## src/rtl/wait_sem_pkg.sv

```systemverilog
package wait_sem_pkg;
  function automatic int unsigned sem_clog2(input int unsigned v);
    int unsigned r;
    r = 0;
    while ((32'd1 << r) < v) r++;
    return (r == 0) ? 1 : r;
  endfunction

  typedef enum logic [1:0] {
    SEM_IDLE  = 2'd0,
    SEM_TAKE  = 2'd1,
    SEM_BLOCK = 2'd2
  } acq_kind_e;
endpackage

```

## src/rtl/sem_rst_sync.sv

```systemverilog
module sem_rst_sync (
  input  logic clk,
  input  logic rst_n,
  output logic rst_sync_n
);
  logic stage_q;
  logic out_q;

  always_ff @(posedge clk or negedge rst_n) begin
    if (!rst_n) begin
      stage_q <= 1'b0;
      out_q   <= 1'b0;
    end else begin
      stage_q <= 1'b1;
      out_q   <= stage_q;
    end
  end

  assign rst_sync_n = out_q;
endmodule

```

## src/rtl/sem_count.sv

```systemverilog
module sem_count #(
  parameter int unsigned CNT_W = 3,
  parameter int unsigned INIT  = 2,
  parameter int unsigned CMAX  = 7
) (
  input  logic             clk,
  input  logic             rst_n,
  input  logic             inc,
  input  logic             dec,
  output logic [CNT_W-1:0] count
);
  localparam logic [CNT_W-1:0] INIT_V = CNT_W'(INIT);
  localparam logic [CNT_W-1:0] MAX_V  = CNT_W'(CMAX);

  logic [CNT_W-1:0] cnt_q;
  logic [CNT_W-1:0] mid_c;
  logic [CNT_W-1:0] cnt_d;
  logic             cnt_en;

  always_comb begin
    mid_c = cnt_q;
    if (inc && (cnt_q != MAX_V)) mid_c = cnt_q + CNT_W'(1);
    cnt_d = mid_c;
    if (dec) cnt_d = mid_c - CNT_W'(1);
    cnt_en = inc | dec;
  end

  always_ff @(posedge clk or negedge rst_n) begin
    if (!rst_n)      cnt_q <= INIT_V;
    else if (cnt_en) cnt_q <= cnt_d;
  end

  assign count = cnt_q;

  assert_cnt_bound_R5: assert property (@(posedge clk) disable iff (!rst_n)
    cnt_q <= MAX_V);
  assert_no_underflow_R2: assert property (@(posedge clk) disable iff (!rst_n)
    (dec && !inc) |-> (cnt_q != '0));
endmodule

```

## src/rtl/sem_fifo.sv

```systemverilog
module sem_fifo #(
  parameter int unsigned DEPTH = 4,
  parameter int unsigned W     = 2
) (
  input  logic         clk,
  input  logic         rst_n,
  input  logic         push,
  input  logic [W-1:0] push_data,
  input  logic         pop,
  output logic [W-1:0] head,
  output logic [wait_sem_pkg::sem_clog2(DEPTH+1)-1:0] occ,
  output logic         full,
  output logic         empty
);
  localparam int unsigned PTR_W = wait_sem_pkg::sem_clog2(DEPTH);
  localparam int unsigned OCC_W = wait_sem_pkg::sem_clog2(DEPTH+1);
  localparam logic [PTR_W-1:0] LAST = PTR_W'(DEPTH-1);
  localparam logic [OCC_W-1:0] FULL_V = OCC_W'(DEPTH);

  logic [W-1:0]     mem [DEPTH];
  logic [PTR_W-1:0] wr_q, rd_q, wr_d, rd_d;
  logic [OCC_W-1:0] occ_q, occ_d;
  logic             st_en;

  always_comb begin
    wr_d  = wr_q;
    rd_d  = rd_q;
    occ_d = occ_q;
    if (push) wr_d = (wr_q == LAST) ? '0 : wr_q + PTR_W'(1);
    if (pop)  rd_d = (rd_q == LAST) ? '0 : rd_q + PTR_W'(1);
    if (push && !pop) occ_d = occ_q + OCC_W'(1);
    if (pop && !push) occ_d = occ_q - OCC_W'(1);
    st_en = push | pop;
  end

  always_ff @(posedge clk or negedge rst_n) begin
    if (!rst_n) begin
      wr_q  <= '0;
      rd_q  <= '0;
      occ_q <= '0;
    end else if (st_en) begin
      wr_q  <= wr_d;
      rd_q  <= rd_d;
      occ_q <= occ_d;
    end
  end

  always_ff @(posedge clk) begin
    if (push) mem[wr_q] <= push_data;
  end

  assign head  = mem[rd_q];
  assign occ   = occ_q;
  assign full  = (occ_q == FULL_V);
  assign empty = (occ_q == '0);

  assert_no_push_full_R9: assert property (@(posedge clk) disable iff (!rst_n)
    full |-> !push);
  assert_no_pop_empty_R4: assert property (@(posedge clk) disable iff (!rst_n)
    empty |-> !pop);
endmodule

```

## src/rtl/sem_grant.sv

```systemverilog
module sem_grant #(
  parameter int unsigned N_REQ = 4,
  parameter int unsigned ID_W  = 2
) (
  input  logic             clk,
  input  logic             rst_n,
  input  logic             fire,
  input  logic [ID_W-1:0]  id,
  output logic [N_REQ-1:0] grant
);
  logic [N_REQ-1:0] g_q;
  logic [N_REQ-1:0] g_d;

  for (genvar i = 0; i < N_REQ; i++) begin : g_bit
    always_comb g_d[i] = fire && (id == ID_W'(i));

    always_ff @(posedge clk or negedge rst_n) begin
      if (!rst_n) g_q[i] <= 1'b0;
      else        g_q[i] <= g_d[i];
    end
  end

  assign grant = g_q;

  assert_pulse_R11: assert property (@(posedge clk) disable iff (!rst_n)
    !fire |=> (g_q == '0));
endmodule

```

## src/rtl/wait_sem.sv

```systemverilog
module wait_sem #(
  parameter int unsigned N_REQ    = 4,
  parameter int unsigned QDEPTH   = 4,
  parameter int unsigned CNT_W    = 3,
  parameter int unsigned INIT_CNT = 2,
  parameter bit          BINARY   = 1'b0,
  localparam int unsigned ID_W  = wait_sem_pkg::sem_clog2(N_REQ),
  localparam int unsigned OCC_W = wait_sem_pkg::sem_clog2(QDEPTH+1)
) (
  input  logic             clk,
  input  logic             rst_n,
  input  logic             acq_valid,
  input  logic [ID_W-1:0]  acq_id,
  output logic             acq_ready,
  input  logic             rel_valid,
  output logic [N_REQ-1:0] grant,
  output logic [CNT_W-1:0] count,
  output logic [OCC_W-1:0] q_occ
);
  import wait_sem_pkg::*;

  localparam int unsigned CMAX  = BINARY ? 1 : ((1 << CNT_W) - 1);
  localparam int unsigned INITV = BINARY ? 1 : INIT_CNT;

  logic            rst_i_n;
  logic            q_full, q_empty;
  logic [ID_W-1:0] q_head;
  logic            acq_fire, wake, rel_inc, avail_after_rel;
  logic            take, block;
  logic            g_fire;
  logic [ID_W-1:0] g_id;
  acq_kind_e       kind;

  sem_rst_sync u_rst (
    .clk        (clk),
    .rst_n      (rst_n),
    .rst_sync_n (rst_i_n)
  );

  // Release is resolved before the acquire of the same cycle.
  always_comb begin
    acq_fire        = acq_valid & acq_ready;
    wake            = rel_valid & ~q_empty;
    rel_inc         = rel_valid & q_empty;
    avail_after_rel = (count != '0) | rel_inc;
    kind = SEM_IDLE;
    if (acq_fire) kind = avail_after_rel ? SEM_TAKE : SEM_BLOCK;
    take   = (kind == SEM_TAKE);
    block  = (kind == SEM_BLOCK);
    g_fire = wake | take;
    g_id   = wake ? q_head : acq_id;
  end

  assign acq_ready = ~q_full;

  sem_count #(
    .CNT_W (CNT_W),
    .INIT  (INITV),
    .CMAX  (CMAX)
  ) u_cnt (
    .clk   (clk),
    .rst_n (rst_i_n),
    .inc   (rel_inc),
    .dec   (take),
    .count (count)
  );

  sem_fifo #(
    .DEPTH (QDEPTH),
    .W     (ID_W)
  ) u_q (
    .clk       (clk),
    .rst_n     (rst_i_n),
    .push      (block),
    .push_data (acq_id),
    .pop       (wake),
    .head      (q_head),
    .occ       (q_occ),
    .full      (q_full),
    .empty     (q_empty)
  );

  sem_grant #(
    .N_REQ (N_REQ),
    .ID_W  (ID_W)
  ) u_gnt (
    .clk   (clk),
    .rst_n (rst_i_n),
    .fire  (g_fire),
    .id    (g_id),
    .grant (grant)
  );

  assert_q_empty_when_pos_R8: assert property (@(posedge clk) disable iff (!rst_i_n)
    (count != '0) |-> (q_occ == '0));
  assert_one_grant_R11: assert property (@(posedge clk) disable iff (!rst_i_n)
    $onehot0(grant));
  assert_full_stall_R9: assert property (@(posedge clk) disable iff (!rst_i_n)
    (q_occ == OCC_W'(QDEPTH)) |-> !acq_ready);
  assert_handoff_R4: assert property (@(posedge clk) disable iff (!rst_i_n)
    (rel_valid && q_occ != '0) |=> (count == '0 && grant != '0));
  assert_block_R3: assert property (@(posedge clk) disable iff (!rst_i_n)
    (acq_valid && acq_ready && count == '0 && !rel_valid)
      |=> (q_occ == $past(q_occ) + OCC_W'(1) && grant == '0));
  assert_bin_limit_R10: assert property (@(posedge clk) disable iff (!rst_i_n)
    BINARY |-> (count <= CNT_W'(1)));
endmodule

```

## config.mk

```make
export PLATFORM = sky130hd
export DESIGN_NAME = wait_sem
export DESIGN_NICKNAME = d
export VERILOG_FILES = /design/src/rtl/wait_sem_pkg.sv /design/src/rtl/sem_rst_sync.sv /design/src/rtl/sem_count.sv /design/src/rtl/sem_fifo.sv /design/src/rtl/sem_grant.sv /design/src/rtl/wait_sem.sv
export SDC_FILE = /design/constraint.sdc
export NUM_CORES = 1
export LEC_CHECK = 0
export BUFFER_PORTS_ARGS = -buffer_cell sky130_fd_sc_hd__clkbuf_2
export CAP_MARGIN = 20
export CORE_MARGIN = 4
export CORE_UTILIZATION = 55
export CTS_CLUSTER_DIAMETER = 30
export DETAILED_ROUTE_END_ITERATION = 8
export GPL_ROUTABILITY_DRIVEN = 0
export PLACE_DENSITY = 0.79
export SYNTH_ARGS = -nofsm -noshare
export SYNTH_HDL_FRONTEND = slang
export SYNTH_SLANG_ARGS = --single-unit
```

## constraint.sdc

```tcl
create_clock -name clk -period 1.6 [get_ports clk]
set_input_delay 0.16 -clock clk [delete_from_list [all_inputs] [get_ports clk]]
set_output_delay 0.16 -clock clk [all_outputs]
set_load 0.1 [all_outputs]
```

==> results.json, run 1 <==
{
  "synth-main-ff-cell": "dfrtp_1",
  "synth_compound_area_share_pct": 7.71,
  "synth_fp_nets": 123,
  "die_y_um": 56.0,
  "clk_path_buf_depth": 2,
  "drive_above_1_share_pct": 62.0,
  "synth-seq-cells": 24,
  "critPathMostFrequentCell": "xor2_1",
  "critical-path-slowest-cell": "or4b_4",
  "antenna_found_initial": 0,
  "synthArstFlopShare_pct": 66.7,
  "avgSynthCellArea_um2": 12.1,
  "dr.pass1.iters": 4,
  "cp-start-kind": "flip-flop",
  "grtUsageMet2_pct": 39.7,
  "fin_crit_sh_pct": 146,
  "tritoncts": "built",
  "setup_violations": 23,
  "violations": "negative setup slack",
  "cp-end-kind": "flip-flop",
  "coreArea_um2": 2210,
  "synth.distinct_cells": 36,
  "netlist_area_um2": 1270,
  "synth_largest_area_cell": "dfrtp_1",
  "period_needed_ns": 2.34,
  "yosysMostFrequentCell": "dfrtp_1",
  "final_nets": 177,
  "synth_fa_ha_area_share_pct": 12.5,
  "portBuffers": 16,
  "synth.area.top_cells": "dfrtp_1, edfxtp_1, ha_1, mux4_2, inv_1",
  "synth_top_area_share_pct": 29.6,
  "worstPathRequired_ns": 1.84,
  "crit_type": "flip-flop to flip-flop",
  "h-tree-depth": 1,
  "wl_per_cell_um": 19.8,
  "cts_made_buffers": 3,
  "ant_nets": 0,
  "maxSlewHeadroom_pct": 57.9,
  "grt_max_degree": 15,
  "drc": 0,
  "synth_top_family_by_area": "simple AND/OR/NAND/NOR gates",
  "worst_pin_slew_ns": 0.632,
  "dpl-instance-area_um2": 1660,
  "dieArea_um2": 3130,
  "viasPerCell": 5.73,
  "crit_chain": "or4b_4, nand2_4, nor2_4, clkinv_4, ha_4, inv_2, fa_2, xor2_1, nor2_1, xor2_1",
  "crit_buf_inv": 2,
  "rsz0062_at_grt": "true",
  "hold_violations": 0,
  "place.detailed.hpwl_um": 1970,
  "worstSkewPairLatency_ns": 0.33,
  "synth_warnings": 0,
  "totalWireLength_um": 3690,
  "use_met1_pct": 24.5,
  "synthXorXnorAreaFrac_pct": 3.46,
  "gr-usage-met3_pct": 6.03,
  "top_usage_layer": "met2",
  "syn_inst": 105,
  "crit_fanout": 2,
  "vias": 1066,
  "status": "finished, violations left",
  "synth-simple-area-share_pct": 14.2,
  "fin_area_um2": 2010,
  "grt-ovfl-total": 0,
  "final.setup.worst_slack_ns": -0.744,
  "maxCapViolations": 0,
  "num_antenna_cells": 0,
  "path_clk_slew_ns": 0.15,
  "grt_pass1_vias": 1074,
  "area_growth_pct": 58.4,
  "clockRootBuffer": "clkbuf_4",
  "arrival_ns": 2.59,
  "synthTopCellsByCount": "dfrtp_1, ha_1, inv_1",
  "die_w_um": 56.0,
  "cp_top_family": "simple AND/OR/NAND/NOR gates",
  "slew_viol_final": 0,
  "hold_class": "input pin to flip-flop",
  "skew_ns": 0.0104,
  "ys_seq_area_share_pct": 50.7,
  "ios": 17,
  "start_util_pct": 57.2,
  "first_iter_violations": 37,
  "grt_pass1_wl_um": 5260,
  "cts_sinks": 24,
  "instances_no_fill": 186,
  "synth-edff-count": 8,
  "num_rows": 17,
  "dp.cells": 168,
  "slowest_delay_ns": 0.56,
  "fmax_mhz": 427,
  "grt_util_all_layers_pct": 22.1,
  "muxShareOfSynthArea_pct": 7.51
}
==> cell type report <==
class                      instances  area, µm²
sequential                        24        662
timing repair buffer              49        407
tap                               28       35.0
fill                              86        206
inverter                          12       66.3
clock buffer                       3       22.5
clock inverter                     1       30.0
multi-input combinational         69        783
==> state kept, by name, summed over array words and instances (netlist names) <==
name and count:
u_q.rd_q 2, u_q.occ 3, u_q.mem 8, u_cnt.count 3
u_q.wr_q 2, u_rst.stage_q 1, u_rst.rst_sync_n 1, u_gnt.grant 4
==> cell usage in the layout, fill, tap and decap left out, types with 2 or more instances in the layout <==
cell type / count
and2_4: 4
buf_12: 2
buf_4: 22
buf_6: 9
clkbuf_2: 12
clkbuf_4: 5
dfrtp_1: 10
dfrtp_4: 4
edfxtp_1: 8
ha_1: 5
ha_4: 5
inv_1: 8
mux2_4: 2
mux4_2: 2
nand2_1: 5
nand2_4: 2
nand3b_1: 2
nor2_1: 4
nor2_4: 3
nor2b_4: 3
o21ai_1: 2
xnor2_2: 2
xor2_1: 3
==> stage by stage <==
stage	setup slack, ns	hold slack (ns)	utilization [%]	setup TNS, ns
2_1_floorplan	-0.821	-0.136	-	-6.53
3_3_place_gp	-0.543	-0.0554	75.1	-3.79
3_5_place_dp	-0.586	-0.0540	75.1	-4.48
4_1_cts	-0.573	0.0950	86.0	-6.43
5_1_grt	-0.803	0.103	90.7	-7.29
6_report	-0.744	0.0993	90.7	-6.13
==> worst reg2reg max path, cell delays in order (launching register included) <==
cell and delay [ns]:
dfrtp_4 0.51, or4b_4 0.57, nand2_4 0.10, nor2_4 0.05, clkinv_4 0.05, ha_4 0.13, inv_2 0.04, fa_2 0.32
xor2_1 0.15, nor2_1 0.15, xor2_1 0.19
==> repair_timing <==
action	CTS	global route
pin swaps	17	11
buffers inserted	12	8
hold buffers	1	0
gates resized for setup	25	26
endpoints found under the hold margin	2	0
setup endpoints to repair	21	22
==> layer usage <==
layer  vias to the layer above  wire, µm
met5                         -         0
met4                         0       140
met2                        51      1950
met1                       527      1400
met3                        17       204
li1                        471         -
==> logic make-up (layout without fill, tap and decap cells) <==
| kind of cell | after synthesis | in the layout |
|---|---|---|
| AOI/OAI and AO/OA | 13 | 13 |
| DFF | 24 | 24 |
| buffers and inverters | 12 | 65 |
| and+or+nand+nor | 32 | 32 |
| muxes | 6 | 6 |
| other | 1 | 1 |
| adders and majority gates | 12 | 12 |
| xor gates and xnor gates | 5 | 5 |
==> worst paths after layout <==
kind / start / end / cells after the start / slack, ns
max: u_q.occ[0]$_DFFE_PN0P_ / u_q.occ[2]$_DFFE_PN0P_ / 10 / -0.74
min: acq_id[1] / u_q.mem[1][1]$_DFFE_PP_ / 1 / 0.1
max reg2reg: u_q.occ[0]$_DFFE_PN0P_ / u_q.occ[2]$_DFFE_PN0P_ / 10 / -0.74
min reg2reg: u_rst.rst_sync_n$_DFF_PN0_ / u_q.wr_q[1]$_DFFE_PN0P_ / 0 / 0.26
max in group asynchronous: u_rst.rst_sync_n$_DFF_PN0_ / u_q.occ[0]$_DFFE_PN0P_ / 0 / 0.87
min in group asynchronous: rst_n / u_rst.stage_q$_DFF_PN0_ / 2 / 0.12
Power of run 1 is left out: the tool's default activity adds up to more than one toggle a clock period on the data nets, which glitch-free logic cannot reach.
==> run 2, diff against run 1 <==
--- a/config.mk
+++ b/config.mk
@@ -5,7 +5,7 @@
 export SDC_FILE = /design/constraint.sdc
 export NUM_CORES = 1
 export LEC_CHECK = 0
-export BUFFER_PORTS_ARGS = -buffer_cell sky130_fd_sc_hd__clkbuf_2
+export BUFFER_PORTS_ARGS = -buffer_cell sky130_fd_sc_hd__buf_2
 export CAP_MARGIN = 20
 export CORE_MARGIN = 4
 export CORE_UTILIZATION = 55
==> results.json, run 2 (synthesis gave the netlist of run 1 again) <==
{
  "crit_type": "flip-flop to flip-flop",
  "first_iter_violations": 61,
  "n_fill_cell": 68,
  "setup_tns_ns": -7.18,
  "largest_reg_flops": 8,
  "status": "finished, violations left",
  "grt-ovfl-total": 0,
  "regMostFlops": "u_q.mem",
  "worst_pin_slew_ns": 0.641,
  "dieArea_um2": 3130,
  "grt_util_all_layers_pct": 22.3,
  "fin_crit_sh_pct": 142,
  "met1_length_um": 1490,
  "rsz0062_at_grt": "true",
  "area_growth_pct": 63.5,
  "setup_violations": 23,
  "critPathMostFrequentCell": "xor2_1",
  "dr.pass1.iters": 4,
  "routed-wl-met2_um": 2120,
  "portBuffers": 16,
  "num_rows": 17,
  "seq_area_um2": 662,
  "crit_fanout": 2,
  "arrival_ns": 2.54,
  "num_antenna_cells": 0,
  "final_nets": 183,
  "hold_violations": 0,
  "totalWireLength_um": 4170,
  "clk_path_buf_depth": 2,
  "grt_pass1_vias": 1108,
  "critical-path-slowest-cell": "or4b_4",
  "violations": "negative setup slack",
  "slowest_delay_ns": 0.58,
  "cts_sinks": 24,
  "drive_above_1_share_pct": 65.2,
  "path_clk_slew_ns": 0.15,
  "layout_commonest_cell": "buf_4",
  "dp_worst_setup_slack_ns": -0.579,
  "place.detailed.hpwl_um": 1840,
  "ios": 17,
  "wl_per_cell_um": 21.7,
  "multiInputGateArea_um2": 803,
  "vias": 1113,
  "top_layer": "met4",
  "cp-end-kind": "flip-flop",
  "route.met3.wl_um": 348,
  "clockRootBuffer": "clkbuf_4",
  "viasPerCell": 5.80,
  "fmax_mhz": 442,
  "grt_max_degree": 15,
  "slew_viol_final": 0,
  "maxCapViolations": 0,
  "start_util_pct": 57.2,
  "period_needed_ns": 2.26,
  "mostFrequentLayoutCells": "buf_4, buf_2, dfrtp_1, edfxtp_1, buf_6",
  "antenna_found_initial": 0,
  "coreArea_um2": 2210,
  "die_w_um": 56.0,
  "crit_chain": "or4b_4, nand2_4, nor2_4, clkinv_4, ha_4, inv_2, fa_2, xor2_1, nor2_1, xor2_1",
  "drc": 0,
  "worstSkewPairLatency_ns": 0.33,
  "final.setup.worst_slack_ns": -0.665,
  "maxSlewHeadroom_pct": 57.3,
  "cp-start-kind": "flip-flop",
  "skew_ns": 0.00848,
  "die_y_um": 56.0,
  "h-tree-depth": 1,
  "ant_nets": 0,
  "grt_pass1_wl_um": 5340,
  "cp_top_family": "simple AND/OR/NAND/NOR gates",
  "crit_buf_inv": 2,
  "hold_class": "input pin to asynchronous set/reset pin",
  "cts_made_buffers": 3,
  "worstPathRequired_ns": 1.87,
  "tritoncts": "built"
}
run 2: changes by cell type in the layout (fill, tap and decap cells not counted), moves of 2 or more:
cell | before | now
buf_4 | 22 | 32
buf_6 | 9 | 7
buf_2 | 0 | 11
inv_2 | 1 | 3
clkbuf_2 | 12 | 0
inv_1 | 8 | 6
run 2: final timing paths:
check / startpoint / to / slack (ns) / cells past startpoint
max: u_q.occ[1]$_DFFE_PN0P_ / u_q.occ[2]$_DFFE_PN0P_ / -0.66 / 10
min: rst_n / u_rst.stage_q$_DFF_PN0_ / 0.11 / 2
max reg2reg: u_q.occ[1]$_DFFE_PN0P_ / u_q.occ[2]$_DFFE_PN0P_ / -0.66 / 10
min reg2reg: u_rst.rst_sync_n$_DFF_PN0_ / u_q.occ[0]$_DFFE_PN0P_ / 0.27 / 0
max in group asynchronous: u_rst.rst_sync_n$_DFF_PN0_ / u_cnt.count[0]$_DFFE_PN0P_ / 0.86 / 0
min in group clk: acq_id[0] / u_q.mem[2][0]$_DFFE_PP_ / 0.12 / 1
run 2: what timing repair did:
action | in CTS | in global routing
pin swaps | 14 | 11
endpoints found under the setup margin | 22 | 24
resized for setup | 27 | 24
hold buffers | 1 | 0
hold endpoints to repair | 2 | 0
buffers inserted | 12 | 9
run 2: cell type report:
cell class              count  share of cell area [%]
multi-input cells          69                    38.8
flip-flops and latches     24                    32.0
repair buffers             55                    21.8
inverters                  12                    3.20
well taps                  28                    1.69
clock inverters             1                    1.45
clock buffers               3                    1.09
run 2: stage by stage:
stage / util, % / cells / area (µm²) / hold slack, ns
2_1_floorplan: - / 105 / 1370 / -0.136
4_1_cts: 87.1 / 186 / 1930 / 0.0690
5_1_grt: 93.6 / 192 / 2070 / 0.0831
3_5_place_dp: 75.4 / 169 / 1670 / -0.0509
6_report: 93.6 / 192 / 2070 / 0.110
3_3_place_gp: 75.4 / 169 / 1670 / -0.0562
run 2: metal layers:
metal,track usage [%],vias to the layer above
met5,0,-
met4,8.47,0
met3,5.34,21
met2,40.6,76
met1,24.9,533
li1,-,483
Power of run 2 is left out for the same reason.
==> run 3, diff against run 2 <==
--- a/config.mk
+++ b/config.mk
@@ -13,6 +13,7 @@
 export DETAILED_ROUTE_END_ITERATION = 8
 export GPL_ROUTABILITY_DRIVEN = 0
 export PLACE_DENSITY = 0.79
+export SKIP_CTS_REPAIR_TIMING = 1
 export SYNTH_ARGS = -nofsm -noshare
 export SYNTH_HDL_FRONTEND = slang
 export SYNTH_SLANG_ARGS = --single-unit
==> results.json, run 3 (synthesis gave the netlist of run 1 again) <==
{
  "cts_made_buffers": 3,
  "status": "finished, violations left",
  "skew_ns": 0.0115,
  "coreArea_um2": 2210,
  "portBuffers": 16,
  "fmax_mhz": 437,
  "place.detailed.hpwl_um": 1840,
  "violations": "negative setup slack",
  "grt_pass1_vias": 887,
  "maxSlewHeadroom_pct": 60.0,
  "clk_path_buf_depth": 2,
  "die_y_um": 56.0,
  "die_w_um": 56.0,
  "dr.pass1.iters": 4,
  "tritoncts": "built",
  "drc": 0,
  "crit_fanout": 3,
  "period_needed_ns": 2.29,
  "grt-ovfl-total": 0,
  "first_iter_violations": 56,
  "dp_worst_setup_slack_ns": -0.579,
  "path_clk_slew_ns": 0.15,
  "area_growth_pct": 54.3,
  "slew_viol_final": 0,
  "worst_pin_slew_ns": 0.601,
  "wl_per_cell_um": 18.6,
  "fin_util_pct": 88.3,
  "fin_area_um2": 1950,
  "setup_tns_ns": -6.86,
  "start_util_pct": 57.2,
  "ant_nets": 0,
  "mostFrequentLayoutCells": "buf_4, buf_2, dfrtp_1, edfxtp_1, inv_1",
  "grt_pass1_wl_um": 4040,
  "drive_above_1_share_pct": 59.0,
  "final_nets": 175,
  "worstSkewPairLatency_ns": 0.32,
  "cp-start-kind": "flip-flop",
  "dieArea_um2": 3130,
  "viasPerCell": 5.53,
  "hold_class": "input pin to flip-flop",
  "grt_max_degree": 15,
  "setup_violations": 23,
  "dpl-instance-area_um2": 1670,
  "crit_type": "flip-flop to flip-flop",
  "cts_sinks": 24,
  "vias": 1017,
  "ios": 17,
  "regMostFlops": "u_q.mem",
  "num_rows": 17,
  "rsz0062_at_grt": "true",
  "hold_violations": 0,
  "antenna_found_initial": 0,
  "final.setup.worst_slack_ns": -0.690,
  "fin_crit_sh_pct": 143,
  "h-tree-depth": 1,
  "n_fill_cell": 85,
  "cp-end-kind": "flip-flop",
  "worstPathRequired_ns": 1.84,
  "arrival_ns": 2.53,
  "totalWireLength_um": 3430,
  "grt_util_all_layers_pct": 16.3,
  "num_antenna_cells": 0,
  "largest_reg_flops": 8,
  "layout_commonest_cell": "buf_4",
  "maxCapViolations": 0,
  "clockRootBuffer": "clkbuf_4"
}
[run 3: path summary, 6_finish.rpt]
check | from | to | slack, ns | cells after the start
max | u_cnt.count[0]$_DFFE_PN0P_ | u_cnt.count[2]$_DFFE_PN0P_ | -0.69 | 8
min | acq_id[0] | u_q.mem[2][0]$_DFFE_PP_ | 0.09 | 1
max reg2reg | u_cnt.count[0]$_DFFE_PN0P_ | u_cnt.count[2]$_DFFE_PN0P_ | -0.69 | 8
min reg2reg | u_rst.rst_sync_n$_DFF_PN0_ | u_q.wr_q[1]$_DFFE_PN0P_ | 0.26 | 0
max in group asynchronous | u_rst.rst_sync_n$_DFF_PN0_ | u_q.occ[0]$_DFFE_PN0P_ | 0.89 | 0
min in group asynchronous | rst_n | u_rst.rst_sync_n$_DFF_PN0_ | 0.12 | 2
[run 3: area by class of cell]
class	instances	area, µm²	share of cell area (%)
well taps	28	35.0	1.79
clock inverters	1	30.0	1.54
flip-flops and latches	24	662	33.9
inverters	12	66.3	3.39
repair buffers	47	400	20.5
clock buffers	3	22.5	1.15
multi-input cells	69	738	37.8
[run 3: metal layers]
layer	vias to the layer above	routed length [µm]	track usage, %
li1	468	-	-
met1	487	1290	20.1
met2	48	1810	29.0
met3	14	161	3.48
met4	0	167	4.07
met5	-	0	0
[run 3: critical path, stage by stage, from the launching register on]
cell and delay, ns:
dfrtp_4 0.54, ha_4 0.18, ha_4 0.15, nand3b_1 0.29, mux2i_2 0.25, ha_2 0.23
a211oi_1 0.25, o21ai_0 0.15, a32oi_1 0.16
[run 3: stage by stage]
| stage | instances | hold WS [ns] |
|---|---|---|
| after global routing | 184 | 0.0887 |
| after detailed placement | 169 | -0.0509 |
| after floorplan | 105 | -0.136 |
| after CTS | 173 | -0.416 |
| final | 184 | 0.0946 |
| after global placement | 169 | -0.0562 |
Power of run 3 is left out for the same reason.
